[config.mk]
export PLATFORM = sky130hd
export DESIGN_NAME = ilv_burst_seq
export DESIGN_NICKNAME = d
export VERILOG_FILES = /design/src/rtl/burst_seq_pkg.sv /design/src/rtl/burst_bank_engine.sv /design/src/rtl/burst_word_order.sv /design/src/rtl/ilv_burst_seq.sv
export SDC_FILE = /design/constraint.sdc
export NUM_CORES = 1
export LEC_CHECK = 0
export BUFFER_PORTS_ARGS = -buffer_cell sky130_fd_sc_hd__buf_2
export CORE_MARGIN = 2
export CORE_UTILIZATION = 53
export DETAILED_ROUTE_END_ITERATION = 7
export GPL_ROUTABILITY_DRIVEN = 1
export PLACE_DENSITY = 0.76
export SLEW_MARGIN = 15
export SYNTH_ARGS = -nofsm -noshare
export SYNTH_HDL_FRONTEND = slang
export SYNTH_SLANG_ARGS = --single-unit
[constraint.sdc]
create_clock -name clk -period 2.4 [get_ports clk]
set_clock_uncertainty 0.2 [all_clocks]
set_input_delay 0 -clock clk [delete_from_list [all_inputs] [get_ports clk]]
set_output_delay 0 -clock clk [all_outputs]
set_load 0.01 [all_outputs]
[src/rtl/burst_seq_pkg.sv]
package burst_seq_pkg;
  typedef enum logic [1:0] {
    SQ_IDLE = 2'd0,
    SQ_RUN  = 2'd1,
    SQ_PRE  = 2'd2
  } seq_state_e;

  localparam int unsigned BURST_WORDS = 4;
  localparam int unsigned NUM_BANKS   = 2;
endpackage

[src/rtl/burst_bank_engine.sv]
module burst_bank_engine #(
  parameter int ROW_W  = 4,
  parameter int COL_W  = 4,
  parameter int MA_W   = 4,
  parameter int T_FULL = 4,
  parameter int T_PAGE = 2
) (
  input  logic             clk,
  input  logic             rst_n,
  input  logic             start,
  input  logic [1:0]       last_acc,
  input  logic [ROW_W-1:0] row_in,
  input  logic [COL_W-1:0] col_in,
  input  logic             wr_in,
  output logic             ras_n,
  output logic             cas_n,
  output logic             we_n,
  output logic [MA_W-1:0]  ma,
  output logic             busy,
  output logic             acc_done,
  output logic [1:0]       acc_k
);
  localparam int CW = $clog2(T_FULL + 1);
  localparam logic [CW-1:0] LEN_FULL = CW'(T_FULL);
  localparam logic [CW-1:0] LEN_PAGE = CW'(T_PAGE);
  localparam logic [CW-1:0] CAS_ON   = CW'(T_PAGE - 1);
  localparam logic [CW-1:0] ROW_CYC  = CW'(T_FULL - T_PAGE);

  logic             act_q;
  logic [CW-1:0]    c_q;
  logic [1:0]       k_q;
  logic [1:0]       last_q;
  logic [ROW_W-1:0] row_q;
  logic [COL_W-1:0] col_q;
  logic             wr_q;
  logic [CW-1:0]    len;
  logic             end_acc;
  logic             row_phase;

  assign len       = (k_q == 2'd0) ? LEN_FULL : LEN_PAGE;
  assign end_acc   = act_q && (c_q == len - CW'(1));
  assign row_phase = (k_q == 2'd0) && (c_q < ROW_CYC);

  always_ff @(posedge clk or negedge rst_n) begin
    if (!rst_n) begin
      act_q  <= 1'b0;
      c_q    <= '0;
      k_q    <= '0;
      last_q <= '0;
      row_q  <= '0;
      col_q  <= '0;
      wr_q   <= 1'b0;
    end else if (start) begin
      act_q  <= 1'b1;
      c_q    <= '0;
      k_q    <= '0;
      last_q <= last_acc;
      row_q  <= row_in;
      col_q  <= col_in;
      wr_q   <= wr_in;
    end else if (act_q) begin
      if (end_acc) begin
        c_q <= '0;
        if (k_q == last_q) act_q <= 1'b0;
        else k_q <= k_q + 2'd1;
      end else begin
        c_q <= c_q + CW'(1);
      end
    end
  end

  always_comb begin
    ras_n = ~act_q;
    cas_n = ~(act_q && (c_q >= len - CAS_ON));
    we_n  = ~(act_q && wr_q);
    if (!act_q)         ma = '0;
    else if (row_phase) ma = MA_W'(row_q);
    else                ma = MA_W'(col_q + COL_W'(k_q));
  end

  assign busy     = act_q;
  assign acc_done = end_acc;
  assign acc_k    = k_q;
endmodule

[src/rtl/burst_word_order.sv]
module burst_word_order (
  input  logic       clk,
  input  logic       rst_n,
  input  logic       clear,
  input  logic [3:0] done_set,
  output logic       word_rdy,
  output logic [1:0] word_idx,
  output logic       all_out
);
  logic [3:0] pend_q;
  logic [2:0] nxt_q;
  logic [3:0] avail;
  logic       fire;

  assign avail = pend_q | done_set;
  assign fire  = !nxt_q[2] && avail[nxt_q[1:0]];

  always_ff @(posedge clk or negedge rst_n) begin
    if (!rst_n) begin
      pend_q   <= '0;
      nxt_q    <= '0;
      word_rdy <= 1'b0;
      word_idx <= '0;
    end else if (clear) begin
      pend_q   <= '0;
      nxt_q    <= '0;
      word_rdy <= 1'b0;
      word_idx <= '0;
    end else begin
      pend_q   <= avail;
      word_rdy <= fire;
      if (fire) begin
        word_idx <= nxt_q[1:0];
        nxt_q    <= nxt_q + 3'd1;
      end
    end
  end

  assign all_out = nxt_q[2];
endmodule

[src/rtl/ilv_burst_seq.sv]
module ilv_burst_seq
  import burst_seq_pkg::*;
#(
  parameter int AW     = 9,
  parameter int COL_W  = 4,
  parameter int T_FULL = 4,
  parameter int T_PAGE = 2,
  parameter int T_OFF  = 2,
  parameter int T_PRE  = 1,
  localparam int BA_W  = AW - 1,
  localparam int ROW_W = BA_W - COL_W,
  localparam int MA_W  = (ROW_W > COL_W) ? ROW_W : COL_W
) (
  input  logic            clk,
  input  logic            rst_n,
  input  logic            req_valid,
  output logic            req_ready,
  input  logic [AW-1:0]   req_addr,
  input  logic            req_ilv,
  input  logic            req_write,
  output logic            word_rdy,
  output logic [1:0]      word_idx,
  output logic [1:0]      dram_ras_n,
  output logic [1:0]      dram_cas_n,
  output logic [1:0]      dram_we_n,
  output logic [MA_W-1:0] dram_ma0,
  output logic [MA_W-1:0] dram_ma1
);
  localparam int CYW = $clog2(T_OFF + 1);
  localparam int PW  = (T_PRE > 1) ? $clog2(T_PRE) : 1;

  seq_state_e      st_q;
  logic [CYW-1:0]  cyc_q;
  logic [PW-1:0]   pc_q;
  logic            ilv_q;
  logic            wr_q;
  logic [BA_W-1:0] base_q;
  logic [BA_W-1:0] base_d;
  logic [BA_W-1:0] base_sel;
  logic            accept;
  logic            odd_go;
  logic            ilv_sel;
  logic            wr_sel;
  logic [1:0]      last_sel;
  logic [1:0]      eng_start;
  logic [1:0]      busy;
  logic [1:0]      acc_done;
  logic [1:0]      acc_k [NUM_BANKS];
  logic [MA_W-1:0] ma_w  [NUM_BANKS];
  logic [3:0]      done_set;
  logic            all_out;

  assign req_ready = (st_q == SQ_IDLE);
  assign accept    = req_valid && req_ready;

  always_comb begin
    if (req_ilv) base_d = {req_addr[AW-1:2], 1'b0};
    else         base_d = {req_addr[AW-2:2], 2'b00};
  end

  assign odd_go   = (st_q == SQ_RUN) && ilv_q && (cyc_q == CYW'(T_OFF - 1));
  assign ilv_sel  = accept ? req_ilv : ilv_q;
  assign wr_sel   = accept ? req_write : wr_q;
  assign base_sel = accept ? base_d : base_q;
  assign last_sel = ilv_sel ? 2'd1 : 2'd3;

  assign eng_start[0] = accept && (req_ilv || !req_addr[AW-1]);
  assign eng_start[1] = (accept && !req_ilv && req_addr[AW-1]) || odd_go;

  always_ff @(posedge clk or negedge rst_n) begin
    if (!rst_n) begin
      st_q   <= SQ_IDLE;
      cyc_q  <= '0;
      pc_q   <= '0;
      ilv_q  <= 1'b0;
      wr_q   <= 1'b0;
      base_q <= '0;
    end else begin
      case (st_q)
        SQ_IDLE: if (accept) begin
          st_q   <= SQ_RUN;
          cyc_q  <= '0;
          ilv_q  <= req_ilv;
          wr_q   <= req_write;
          base_q <= base_d;
        end
        SQ_RUN: begin
          if (cyc_q != CYW'(T_OFF)) cyc_q <= cyc_q + CYW'(1);
          if (all_out && (busy == 2'b00)) begin
            st_q <= SQ_PRE;
            pc_q <= '0;
          end
        end
        SQ_PRE: begin
          if (pc_q == PW'(T_PRE - 1)) st_q <= SQ_IDLE;
          else pc_q <= pc_q + PW'(1);
        end
        default: st_q <= SQ_IDLE;
      endcase
    end
  end

  for (genvar b = 0; b < NUM_BANKS; b++) begin : g_bank
    burst_bank_engine #(
      .ROW_W (ROW_W),
      .COL_W (COL_W),
      .MA_W  (MA_W),
      .T_FULL(T_FULL),
      .T_PAGE(T_PAGE)
    ) u_eng (
      .clk     (clk),
      .rst_n   (rst_n),
      .start   (eng_start[b]),
      .last_acc(last_sel),
      .row_in  (base_sel[BA_W-1:COL_W]),
      .col_in  (base_sel[COL_W-1:0]),
      .wr_in   (wr_sel),
      .ras_n   (dram_ras_n[b]),
      .cas_n   (dram_cas_n[b]),
      .we_n    (dram_we_n[b]),
      .ma      (ma_w[b]),
      .busy    (busy[b]),
      .acc_done(acc_done[b]),
      .acc_k   (acc_k[b])
    );
  end

  assign dram_ma0 = ma_w[0];
  assign dram_ma1 = ma_w[1];

  always_comb begin
    done_set = '0;
    for (int b = 0; b < NUM_BANKS; b++) begin
      if (acc_done[b]) begin
        if (ilv_q) done_set[{acc_k[b][0], 1'(b)}] = 1'b1;
        else       done_set[acc_k[b]]             = 1'b1;
      end
    end
  end

  burst_word_order u_order (
    .clk     (clk),
    .rst_n   (rst_n),
    .clear   (accept),
    .done_set(done_set),
    .word_rdy(word_rdy),
    .word_idx(word_idx),
    .all_out (all_out)
  );
endmodule

==> results.md, run 1 <==
- Total clock sinks: 58
- WP buf/inv: 3
- Pin count of the biggest net entering global routing: 25
- First-pass GRT wire length: ~13,000 µm
- Hold slack: 0.287 ns
- Req. time, crit path: 2.45 ns
- Vertical extent of the die: between 80 and 90 µm
- Clock transition at the registers of the reported paths: 0.07 ns
- Worst setup startpoint: g_bank[1].u_eng.acc_k[1]$_DFFE_PN0P_
- Transition time of the tightest slew-check pin: 0.778 ns
- Peak per-stage delay on the critical path: approximately 0.39 ns
- Max Root-Sink Buffers: 2
- Count of state elements after synthesis: 58
- Slew Limit Fails: 0
- GRT Util Overall: 25.9%
- Final std cells w/o fill: 455
- Initial DRT Pass Iterations: 4
- Global-route congestion overflow total: 0
- Synth Area per Inst: 9.88 µm²
- Hold Path Origin: base_q[1]$_DFFE_PN0P_
- Fraction of the yosys area taken by sequential cells: 46.3%
- Hold Path Cell Cnt: 2
- Total Nets Final: 413
- Routed Antenna Nets: 0
- Max-slew headroom at the worst pin: between 40% and 50%
- Die outline width: 80.9 µm
- Maximum clock frequency: between 0.4 and 0.5 GHz
- Number of violations of the max-capacitance limit: 0
- Crit start category: flip-flop
- Netlist Area Pre-Place: 3130 µm²
- Antenna violations before repair: 0
- Num CTS Buffers: 9
- Gate count after technology mapping: 317
- Period utilisation layout: ~100%
- DR iter-0 viols: roughly 140
- Worst flop-to-flop path startpoint: g_bank[1].u_eng.acc_k[1]$_DFFE_PN0P_
- PwrDens: 1480 nW/µm²
- Routed wire length per instance: 16.5 µm
- Series of cell instances along the critical path: inv_2 > ha_4 > inv_2 > ha_4 > and4b_2 > a311oi_2 > a22oi_2 > buf_4 > o311ai_4 > mux2i_1
- Count of pins on the block boundary: 32
- Total placed cells including tap cells: 417
- Growth of design area from synthesis to finish: 25.8%
- Mapped Nets: 352
- Antenna Cells: 0
- Buffers added on ports: 29
- Cell type group with the largest total delay on the critical path: compound AO/OA/AOI/OAI gates
- Clock Latency Late Sink: 0.34 ns
- Total die area: about 6500 µm²
- Most common library cell in the layout ignoring fill and taps: sky130_fd_sc_hd__dfrtp_1
- Worst-path fanout max: 4
- Share of layout cells above drive strength 1: about 25%
- Count of flip-flops with a built-in enable after synthesis: 0
- Standard cell core area: 5610 µm²
- Clock tree from TritonCTS: yes
- Warnings from Yosys: 0
- Result of the run: finished, final reports clean
- CP Data Arrival Time: roughly 2.5 ns
- Post-layout minimum cycle time: 2.40 ns
- Sink of the worst hold path: base_q[1]$_DFFE_PN0P_
- Initial core utilization: 55.8%
- Vias in the first global route: 2,611
- Number of cells on the critical path: 10
- Total via count after detailed routing: 2,538
- CTS Root Cell: sky130_fd_sc_hd__clkbuf_8
- Sort of element at the end of the critical path: flip-flop
- Final RePlAce weighted congestion: approximately 0.84
- Wire length reported by the detailed router: 7520 µm
- Fraction of synthesis flops using an asynchronous set or reset pin: 100%
- Unrepaired setup endpoints after global routing: yes
- Peak supply drop: 754 µV
- Endpoint of the worst-slack reg-to-reg timing path: u_order.word_idx[0]$_DFFE_PN0P_
- Dpl hpwl: 4820 µm
- Final count of negative-setup-slack endpoints: 0
- Min-Delay Path Class: flip-flop to flip-flop
- Reg2reg path depth: 10
- Clock H-tree levels: 3
- Setup CP Type: flip-flop to flip-flop
- Prevailing post-synth register cell: sky130_fd_sc_hd__dfrtp_1
- Site row count: 27
- Commonest non-fill, non-tap cells in the layout: 58 x sky130_fd_sc_hd__dfrtp_1, 43 x sky130_fd_sc_hd__nand2_1, 29 x sky130_fd_sc_hd__buf_2
- Number of remaining DRC errors: 0
- Mean number of vias per cell: 5.58
- Register-to-register setup slack: around 0.0018 ns
- Final hold violations: 0
- Slowest-stage cell, CP: sky130_fd_sc_hd__dfrtp_1
- Total negative slack: 0 ns
- Yosys cell types: around 50
- Leak pwr: roughly 1.8 nW
worst max path at each step:
stage / endpoint / slack [ns]
after floorplan: u_order.word_idx[1]$_DFFE_PN0P_ / 0.01
after global placement: u_order.nxt_q[1]$_DFFE_PN0P_ / 0.04
after detailed placement: u_order.nxt_q[1]$_DFFE_PN0P_ / -0.05
after CTS: u_order.word_idx[0]$_DFFE_PN0P_ / -0.01
after global routing: u_order.word_idx[0]$_DFFE_PN0P_ / -0.09
final: u_order.word_idx[0]$_DFFE_PN0P_ / 0.002
area by class of cell:
type,instances,area (µm²)
inverter,22,82.6
clock inverter,4,73.8
clock buffer,12,155
fill,432,1670
multi-input combinational,220,1610
tap,72,90.1
timing repair buffer,67,473
sequential,58,1450
per-stage QoR:
step | setup WS, ns | total power (W) | instance area, µm² | utilization [%]
finish | 0.00177 | 0.00582 | 3940 | 70.2
global route | -0.0939 | 0.00628 | 3940 | 70.2
CTS | -0.0115 | 0.00551 | 3810 | 67.9
detailed placement | -0.0540 | 0.00437 | 3390 | 60.4
global placement | 0.0448 | 0.00426 | 3390 | 60.4
floorplan | 0.0123 | 0.00363 | 3130 | -
repair_timing:
item / in CTS / in global routing
setup endpoints to repair: 5 / 6
pin swaps: 3 / 9
hold buffers: 17 / 0
buffers inserted: 1 / 4
resized for setup: 4 / 20
endpoints found under the hold margin: 94 / 0
sequential cells by signal, summed over array words and instances (netlist names), 3 cells and up:
register             count
u_order.pend_q           4
base_q                   8
g_bank.u_eng.acc_k       4
g_bank.u_eng.c_q         6
g_bank.u_eng.col_q       8
g_bank.u_eng.row_q       8
u_order.nxt_q            3
g_bank.u_eng.last_q      4
synthesized netlist by cell type, types with 3 or more instances:
cell / instances / share of area (%)
sky130_fd_sc_hd__a211oi_1: 4 / 0.96
sky130_fd_sc_hd__xnor2_1: 9 / 2.5
sky130_fd_sc_hd__nor2b_1: 6 / 1.2
sky130_fd_sc_hd__o21ai_1: 20 / 3.2
sky130_fd_sc_hd__nor3_1: 6 / 0.96
sky130_fd_sc_hd__buf_4: 6 / 1.4
sky130_fd_sc_hd__nor2_1: 28 / 3.4
sky130_fd_sc_hd__dfrtp_1: 58 / 46
sky130_fd_sc_hd__nand2_1: 43 / 5.2
sky130_fd_sc_hd__nand3_1: 3 / 0.48
sky130_fd_sc_hd__a21o_1: 3 / 0.72
sky130_fd_sc_hd__clkbuf_1: 6 / 0.72
sky130_fd_sc_hd__or3_1: 3 / 0.60
sky130_fd_sc_hd__mux2i_1: 14 / 4.5
sky130_fd_sc_hd__ha_1: 19 / 7.6
sky130_fd_sc_hd__a21oi_1: 20 / 3.2
sky130_fd_sc_hd__a22o_1: 3 / 0.84
sky130_fd_sc_hd__xor2_1: 3 / 0.84
sky130_fd_sc_hd__buf_2: 4 / 0.64
sky130_fd_sc_hd__inv_1: 19 / 2.3
sky130_fd_sc_hd__nand2b_1: 3 / 0.60
cell families (layout without fill, tap and decap cells):
kind of cell,after synthesis,count (layout),synth area share (%)
simple gates,104,104,15.5
compound gates,65,65,14.2
flops,58,58,46.3
buf+inv,39,105,5.79
fa+ha+maj,21,21,8.87
mux,18,18,5.91
xor+xnor,12,12,3.36
worst reg2reg max path, stage by stage (launching register included):
cell	delay [ns]
sky130_fd_sc_hd__dfrtp_1	0.39
sky130_fd_sc_hd__inv_2	0.08
sky130_fd_sc_hd__ha_4	0.14
sky130_fd_sc_hd__inv_2	0.05
sky130_fd_sc_hd__ha_4	0.21
sky130_fd_sc_hd__and4b_2	0.28
sky130_fd_sc_hd__a311oi_2	0.30
sky130_fd_sc_hd__a22oi_2	0.15
sky130_fd_sc_hd__buf_4	0.17
sky130_fd_sc_hd__o311ai_4	0.10
sky130_fd_sc_hd__mux2i_1	0.27
routing by layer:
layer	track usage [%]	vias up	part of all wire, %
met2	42.7	81	50
met3	5.11	15	4.9
li1	-	1197	-
met5	0	-	0
met4	9.83	0	2.0
met1	33.8	1245	43
report_power, final:
group | total, W | internal (W) | switching (W)
logic | 0.00297 | 0.00134 | 0.00163
registers | 0.00182 | 0.00143 | 0.000393
clock network | 0.00103 | 0.000642 | 0.000392
total | 0.00582 | 0.00341 | 0.00241
Power figures use the tool's default switching activity.
==> run 2, diff against run 1 <==
--- a/config.mk
+++ b/config.mk
@@ -10,6 +10,7 @@
 export CORE_UTILIZATION = 53
 export DETAILED_ROUTE_END_ITERATION = 7
 export GPL_ROUTABILITY_DRIVEN = 1
+export GPL_TIMING_DRIVEN = 0
 export PLACE_DENSITY = 0.76
 export SLEW_MARGIN = 15
 export SYNTH_ARGS = -nofsm -noshare
==> run 2 against run 1 <==
  * The flow now finishes with violations (setup timing)
  * Critical path depth did not move
  * Clock-buffer cell count fell by 1
  * Sequential share of layout area down 0.095 points
  * Combinational power up 1%
  * Total power down 1.3%
  * Sequential power barely moved
  * Utilization is 0.42 points higher
  * Worst hold slack worse by 0.24 ns
  * Die area did not move
  * Setup slack worse by 0.0062 ns
  * Critical path type unchanged
  * Highest routed layer unchanged
==> results.md, run 2 (same netlist as run 1, synthesis figures left out) <==
- Result of the run: finished with violations
- Violations in the final reports: setup timing
- Commonest non-fill, non-tap cells in the layout: 54 x sky130_fd_sc_hd__dfrtp_1, 43 x sky130_fd_sc_hd__nand2_1, 31 x sky130_fd_sc_hd__buf_2
- Most common library cell in the layout ignoring fill and taps: sky130_fd_sc_hd__dfrtp_1
- Post-layout minimum cycle time: 2.40 ns
- Final hold violations: 0
- Clk pwr share: 16.1%
- Min-Delay Path Class: input port to async pin
- Num CTS Buffers: 9
- Seq pwr share: 31.5%
- Peak supply drop: 926 µV
- Unrepaired setup endpoints after global routing: yes
- Series of cell instances along the critical path: inv_4 > ha_4 > inv_4 > ha_4 > and4b_2 > a311oi_2 > a22oi_2 > buf_4 > o311ai_4 > mux2i_1
- Vertical extent of the die: around 81 µm
- Total via count after detailed routing: 2,501
- Final std cells w/o fill: 462
- CTS Root Cell: sky130_fd_sc_hd__clkbuf_8
- Clock transition at the registers of the reported paths: 0.07 ns
- Switching power of the nets: 0.00237 W
- Mean number of vias per cell: 5.41
- Initial DRT Pass Iterations: 4
- Standard cell core area: 5610 µm²
- Routed wire length per instance: 15.0 µm
- Final count of negative-setup-slack endpoints: 1
- Total placed cells including tap cells: ~420
- Internal power of the cells: 0.00338 W
- Slowest-stage cell, CP: sky130_fd_sc_hd__dfrtp_2
- Number of remaining DRC errors: 0
- PwrDens: 1450 nW/µm²
- Period utilisation layout: 100%
- Slew Limit Fails: 0
- DR iter-0 viols: 117
- Maximum clock frequency: 0.416 GHz
- Req. time, crit path: 2.42 ns
- Crit start category: flip-flop
- Die outline width: 80.9 µm
- Leak pwr: 1.86 nW
- Clock tree from TritonCTS: yes
- Clock Latency Late Sink: between 0.3 and 0.4 ns
- Initial core utilization: a little under three fifths
- Share of layout cells above drive strength 1: a little over a quarter
- Total clock sinks: 58
- Total Nets Final: 420
- Max-slew headroom at the worst pin: 51.5%
- Peak per-stage delay on the critical path: 0.42 ns
- Vias in the first global route: approximately 2,500
- Final RePlAce weighted congestion: around 0.86
- Pin count of the biggest net entering global routing: 59
- Share of total power consumed by net switching: 41.2%
- Total die area: 6540 µm²
- Global-route congestion overflow total: 0
- Number of violations of the max-capacitance limit: 0
- Routed Antenna Nets: 0
- Wire length reported by the detailed router: 6930 µm
- Leading registers by flop count: base_q: 8 flops, g_bank.u_eng.col_q: 8 flops, g_bank.u_eng.row_q: 8 flops
- Setup CP Type: flip-flop to flip-flop
- Antenna Cells: 0
- Max Root-Sink Buffers: 2
- Count of pins on the block boundary: 32
- GRT Util Overall: about a quarter
- Worst-case setup margin in the final layout: -0.00438 ns
- Hold slack: 0.0498 ns
- Worst-path fanout max: 4
- Power share of the combinational group: 52.4%
- Buffers added on ports: 28
- Site row count: 27
- Antenna violations before repair: 0
- Transition time of the tightest slew-check pin: 0.728 ns
- First-pass GRT wire length: 11,800 µm
- Growth of design area from synthesis to finish: 26.5%
- Sort of element at the end of the critical path: flip-flop
- CP Data Arrival Time: between 2 and 2.5 ns
- Count of filler cells inserted in the layout: ~400
- Dpl hpwl: ~4500 µm
- Clock H-tree levels: 3
==> run 2: cell types whose count changed in the layout (fill, tap and decap cells not counted), sizes merged <==
cell	before	now
dlygate4sd3	17	14
clkbuf	12	17
bufinv	2	1
clkinvlp	0	1
buf	50	54
clkinv	3	4
==> run 2: cell type report <==
| cell class | count | area, µm² | share of cell area (%) |
|---|---|---|---|
| Timing Repair Buffer | 57 | 395 | 9.98 |
| Buffer | 17 | 98.8 | 2.49 |
| Tap cell | 72 | 90.1 | 2.27 |
| Multi-Input combinational cell | 220 | 1630 | 41.1 |
| Sequential cell | 58 | 1460 | 36.8 |
| Clock inverter | 5 | 52.6 | 1.33 |
| Clock buffer | 11 | 151 | 3.82 |
| Inverter | 22 | 90.1 | 2.27 |
==> run 2: through the flow <==
step	TNS, ns	setup WS [ns]	cell area, µm²	utilization, %	total power [W]
finish	-0.00438	-0.00438	3960	70.7	0.00575
global route	-0.314	-0.0878	3960	70.7	0.00624
CTS	0	0.00718	3900	69.5	0.00564
detailed placement	-1.75	-0.358	3360	60.0	0.00433
global placement	-1.43	-0.281	3360	60.0	0.00423
floorplan	0	0.0123	3130	-	0.00363
==> run 2: per-layer routing <==
metal	GRT usage (%)	vias up	share of wire, %
li1	-	1214	-
met4	10.5	0	2.5
met2	38.5	56	48
met3	6.22	16	4.4
met1	31.4	1215	45
met5	0	-	0
==> run 2: worst max-delay path: cells and delay by family, from the launching register on <==
family	cells	cell delay, ns
AO/OA/AOI/OAI	3	0.51
adder cells (fa/ha/maj)	2	0.42
buffers and inverters	3	0.27
flip-flops	1	0.42
multiplexers	1	0.14
AND/OR/NAND/NOR	1	0.31
==> run 2: path summary, 6_finish.rpt <==
| kind | from | end | slack [ns] | cells after the start |
|---|---|---|---|---|
| max | g_bank[1].u_eng.acc_k[1]$_DFFE_PN0P_ | u_order.word_idx[0]$_DFFE_PN0P_ | -0.004 | 10 |
| min | rst_n | g_bank[0].u_eng.c_q[0]$_DFFE_PN0P_ | 0.05 | 2 |
| max reg2reg | g_bank[1].u_eng.acc_k[1]$_DFFE_PN0P_ | u_order.word_idx[0]$_DFFE_PN0P_ | -0.004 | 10 |
| min reg2reg | base_q[1]$_DFFE_PN0P_ | base_q[1]$_DFFE_PN0P_ | 0.28 | 2 |
| max in group asynchronous | rst_n | g_bank[1].u_eng.acc_k[0]$_DFFE_PN0P_ | 1.42 | 2 |
| min in group clk | base_q[1]$_DFFE_PN0P_ | base_q[1]$_DFFE_PN0P_ | 0.28 | 2 |
==> run 2: power by group through the flow <==
stage | clock network, W | registers [W] | logic, W
finish | 0.000926 | 0.00181 | 0.00301
global route | 0.000977 | 0.00188 | 0.00338
CTS | 0.000935 | 0.00180 | 0.00290
detailed placement | 0 | 0.00182 | 0.00251
global placement | 0 | 0.00181 | 0.00242
floorplan | 0 | 0.00174 | 0.00189
==> run 2: what timing repair did <==
| action | 4_1_cts | 5_1_grt |
|---|---|---|
| hold endpoints to repair | 86 | 0 |
| hold buffers | 14 | 0 |
| endpoints found under the setup margin | 12 | 8 |
| resized for setup | 24 | 7 |
| buffers inserted | 11 | 4 |
| pin swaps | 4 | 10 |
==> run 3, diff against run 2 <==
--- a/config.mk
+++ b/config.mk
@@ -7,11 +7,12 @@
 export LEC_CHECK = 0
 export BUFFER_PORTS_ARGS = -buffer_cell sky130_fd_sc_hd__buf_2
 export CORE_MARGIN = 2
-export CORE_UTILIZATION = 53
+export CORE_UTILIZATION = 45
 export DETAILED_ROUTE_END_ITERATION = 7
 export GPL_ROUTABILITY_DRIVEN = 1
 export GPL_TIMING_DRIVEN = 0
-export PLACE_DENSITY = 0.76
+export PLACE_DENSITY = 0.66
+export REMOVE_ABC_BUFFERS = 1
 export SLEW_MARGIN = 15
 export SYNTH_ARGS = -nofsm -noshare
 export SYNTH_HDL_FRONTEND = slang
==> run 3 against run 2 <==
  * The run now ends clean
  * Global-route usage shrank 4.8 points
  * Cell area shrank 1.5%
  * Setup slack better by 0.011 ns
  * Critical endpoint is now u_order.nxt_q[1]$_DFFE_PN0P_
  * Critical path depth fell by 1
  * Flip-flop and latch count stayed put
==> results.md, run 3 (same netlist as run 1, synthesis figures left out) <==
- Min-Delay Path Class: input port to async pin
- Total Nets Final: 405
- Req. time, crit path: 2.47 ns
- Internal power of the cells: 0.00339 W
- Global-route congestion overflow total: 0
- Share of total power consumed by net switching: 40.5%
- Switching power of the nets: 0.00230 W
- Unrepaired setup endpoints after global routing: yes
- Clock tree from TritonCTS: yes
- Register-to-register setup slack: between 0.006 and 0.007 ns
- Transition time of the tightest slew-check pin: 0.759 ns
- Initial core utilization: 46.4%
- Die outline width: between 80 and 90 µm
- Leak pwr: 1.81 nW
- Leading registers by flop count: base_q: 8 flops, g_bank.u_eng.col_q: 8 flops, g_bank.u_eng.row_q: 8 flops
- Site row count: 30
- Routed Antenna Nets: 0
- Mean number of vias per cell: 5.29
- Total via count after detailed routing: 2,409
- Final std cells w/o fill: approximately 460
- Final count of negative-setup-slack endpoints: 0
- Share of layout cells above drive strength 1: 24.8%
- Slew Limit Fails: 0
- Post-layout minimum cycle time: approximately 2.4 ns
- Peak supply drop: 698 µV
- Vertical extent of the die: 87.4 µm
- First-pass GRT wire length: 11,400 µm
- Summed area of non-filler cells in the final layout: 3900 µm²
- Period utilisation layout: 99.7%
- Total placed cells including tap cells: 410
- Antenna violations before repair: 0
- DR top layer: met4
- Pin count of the biggest net entering global routing: 59
- Clock Latency Late Sink: 0.34 ns
- Metal1 wirelength: 2980 µm
- GRT Util Overall: 19.4%
- Final hold violations: 0
- Routed length on met3: 211 µm
- Crit start category: flip-flop
- Reg2reg path depth: 9
- Seq pwr share: 32.1%
- Sort of element at the end of the critical path: flip-flop
- Cell Area, Placed: 3300 µm²
- Number of remaining DRC errors: 0
- CP Data Arrival Time: 2.46 ns
- Placement-stage worst setup slack: -0.349 ns
- Routed met2 length: 3420 µm
- Worst-case setup margin in the final layout: 0.00689 ns
- Maximum clock frequency: 0.418 GHz
- Power share of the combinational group: approximately half
- Number of violations of the max-capacitance limit: 0
- Result of the run: finished, final reports clean
- Standard cell core area: ~6800 µm²
- Final RePlAce weighted congestion: 0.763
- Count of filler cells inserted in the layout: 588
- Growth of design area from synthesis to finish: 24.7%
- Count of pins on the block boundary: 32
- Antenna Cells: 0
- Num CTS Buffers: 9
- Commonest non-fill, non-tap cells in the layout: 54 x sky130_fd_sc_hd__dfrtp_1, 43 x sky130_fd_sc_hd__nand2_1, 28 x sky130_fd_sc_hd__nor2_1, 28 x sky130_fd_sc_hd__buf_2, 20 x sky130_fd_sc_hd__o21ai_1
- Routed wire length per instance: between 10 and 15 µm
- Endpoint of the worst-slack reg-to-reg timing path: u_order.nxt_q[1]$_DFFE_PN0P_
- Initial DRT Pass Iterations: 4
- PwrDens: between 1000 and 1500 nW/µm²
- Worst-path fanout max: 4
- Total clock sinks: 58
- Clock transition at the registers of the reported paths: 0.07 ns
- Setup CP Type: flip-flop to flip-flop
- Clock H-tree levels: 3
- Total die area: 7640 µm²
- Wire length reported by the detailed router: 6710 µm
- Hold slack: between 0.06 and 0.07 ns
- Vias in the first global route: 2,482
- Buffers added on ports: 29
- Max Root-Sink Buffers: 2
- Most common library cell in the layout ignoring fill and taps: sky130_fd_sc_hd__dfrtp_1
- Worst flop-to-flop path startpoint: g_bank[1].u_eng.acc_k[1]$_DFFE_PN0P_
- Max-slew headroom at the worst pin: 49.4%
- CTS Root Cell: sky130_fd_sc_hd__clkbuf_8
- Dpl hpwl: 4470 µm
- Clk pwr share: 18.7%
- DR iter-0 viols: 147
[run 3: cell types whose count changed in the layout (fill, tap and decap cells not counted), moves of 2 or more]
cell and change:
sky130_fd_sc_hd__buf_4 -7, sky130_fd_sc_hd__clkbuf_1 -6, sky130_fd_sc_hd__buf_2 -3, sky130_fd_sc_hd__clkinv_2 -2
[run 3: how the worst max path moves through the flow]
stage	startpoint	slack, ns	end
floorplan	g_bank[0].u_eng.acc_k[1]$_DFFE_PN0P_	-0.03	u_order.word_idx[1]$_DFFE_PN0P_
global placement	st_q[1]$_DFFE_PN0P_	-0.66	g_bank[1].u_eng.row_q[3]$_DFFE_PN0N_
detailed placement	g_bank[1].u_eng.acc_k[1]$_DFFE_PN0P_	-0.35	u_order.word_idx[1]$_DFFE_PN0P_
CTS	g_bank[0].u_eng.acc_k[1]$_DFFE_PN0P_	0.004	u_order.word_idx[1]$_DFFE_PN0P_
global route	g_bank[1].u_eng.acc_k[1]$_DFFE_PN0P_	-0.07	u_order.word_idx[1]$_DFFE_PN0P_
finish	g_bank[1].u_eng.acc_k[1]$_DFFE_PN0P_	0.007	u_order.nxt_q[1]$_DFFE_PN0P_
[run 3: critical path, stage by stage, from the launching register on]
cell                       delay, ns
sky130_fd_sc_hd__dfrtp_2        0.43
sky130_fd_sc_hd__inv_4          0.07
sky130_fd_sc_hd__ha_4           0.14
sky130_fd_sc_hd__inv_4          0.04
sky130_fd_sc_hd__ha_4           0.25
sky130_fd_sc_hd__and4b_2        0.31
sky130_fd_sc_hd__a311oi_2       0.12
sky130_fd_sc_hd__a22oi_2        0.30
sky130_fd_sc_hd__o311a_4        0.28
sky130_fd_sc_hd__mux2i_1        0.17
[run 3: timing repair]
action                     4_1_cts  5_1_grt
hold endpoints to repair        89        0
setup endpoints to repair       11        6
pin swaps                        6        6
setup buffers                    9        5
hold buffers                    15        0
gates resized for setup         21        8
[run 3: through the flow]
| stage | TNS (ns) | util (%) | total power, W |
|---|---|---|---|
| 2_1_floorplan | -0.0571 | - | 0.00349 |
| 3_3_place_gp | -14.29 | 48.5 | 0.00411 |
| 3_5_place_dp | -1.74 | 48.9 | 0.00421 |
| 4_1_cts | 0 | 56.7 | 0.00555 |
| 5_1_grt | -0.231 | 57.8 | 0.00615 |
| 6_report | 0 | 57.8 | 0.00569 |
[run 3: power groups by stage]
stage	clock network, W	logic, W	registers (W)
2_1_floorplan	0	0.00175	0.00175
3_3_place_gp	0	0.00229	0.00182
3_5_place_dp	0	0.00237	0.00184
4_1_cts	0.00108	0.00266	0.00180
5_1_grt	0.00112	0.00314	0.00188
6_report	0.00107	0.00280	0.00182
[run 3: cell type report]
| class | count | area, µm² | area share, % |
|---|---|---|---|
| Tap cell | 80 | 100 | 2.56 |
| Sequential cell | 58 | 1460 | 37.3 |
| Clock inverter | 4 | 72.6 | 1.86 |
| Timing Repair Buffer | 59 | 418 | 10.7 |
| Multi-Input combinational cell | 220 | 1600 | 41.0 |
| Clock buffer | 12 | 165 | 4.23 |
| Inverter | 22 | 92.6 | 2.37 |
[run 3: per-layer routing]
layer / vias up / global-route usage [%]
met5: - / 0
met4: 0 / 7.55
met3: 10 / 4.08
met2: 42 / 33.3
met1: 1177 / 23.8
li1: 1180 / -
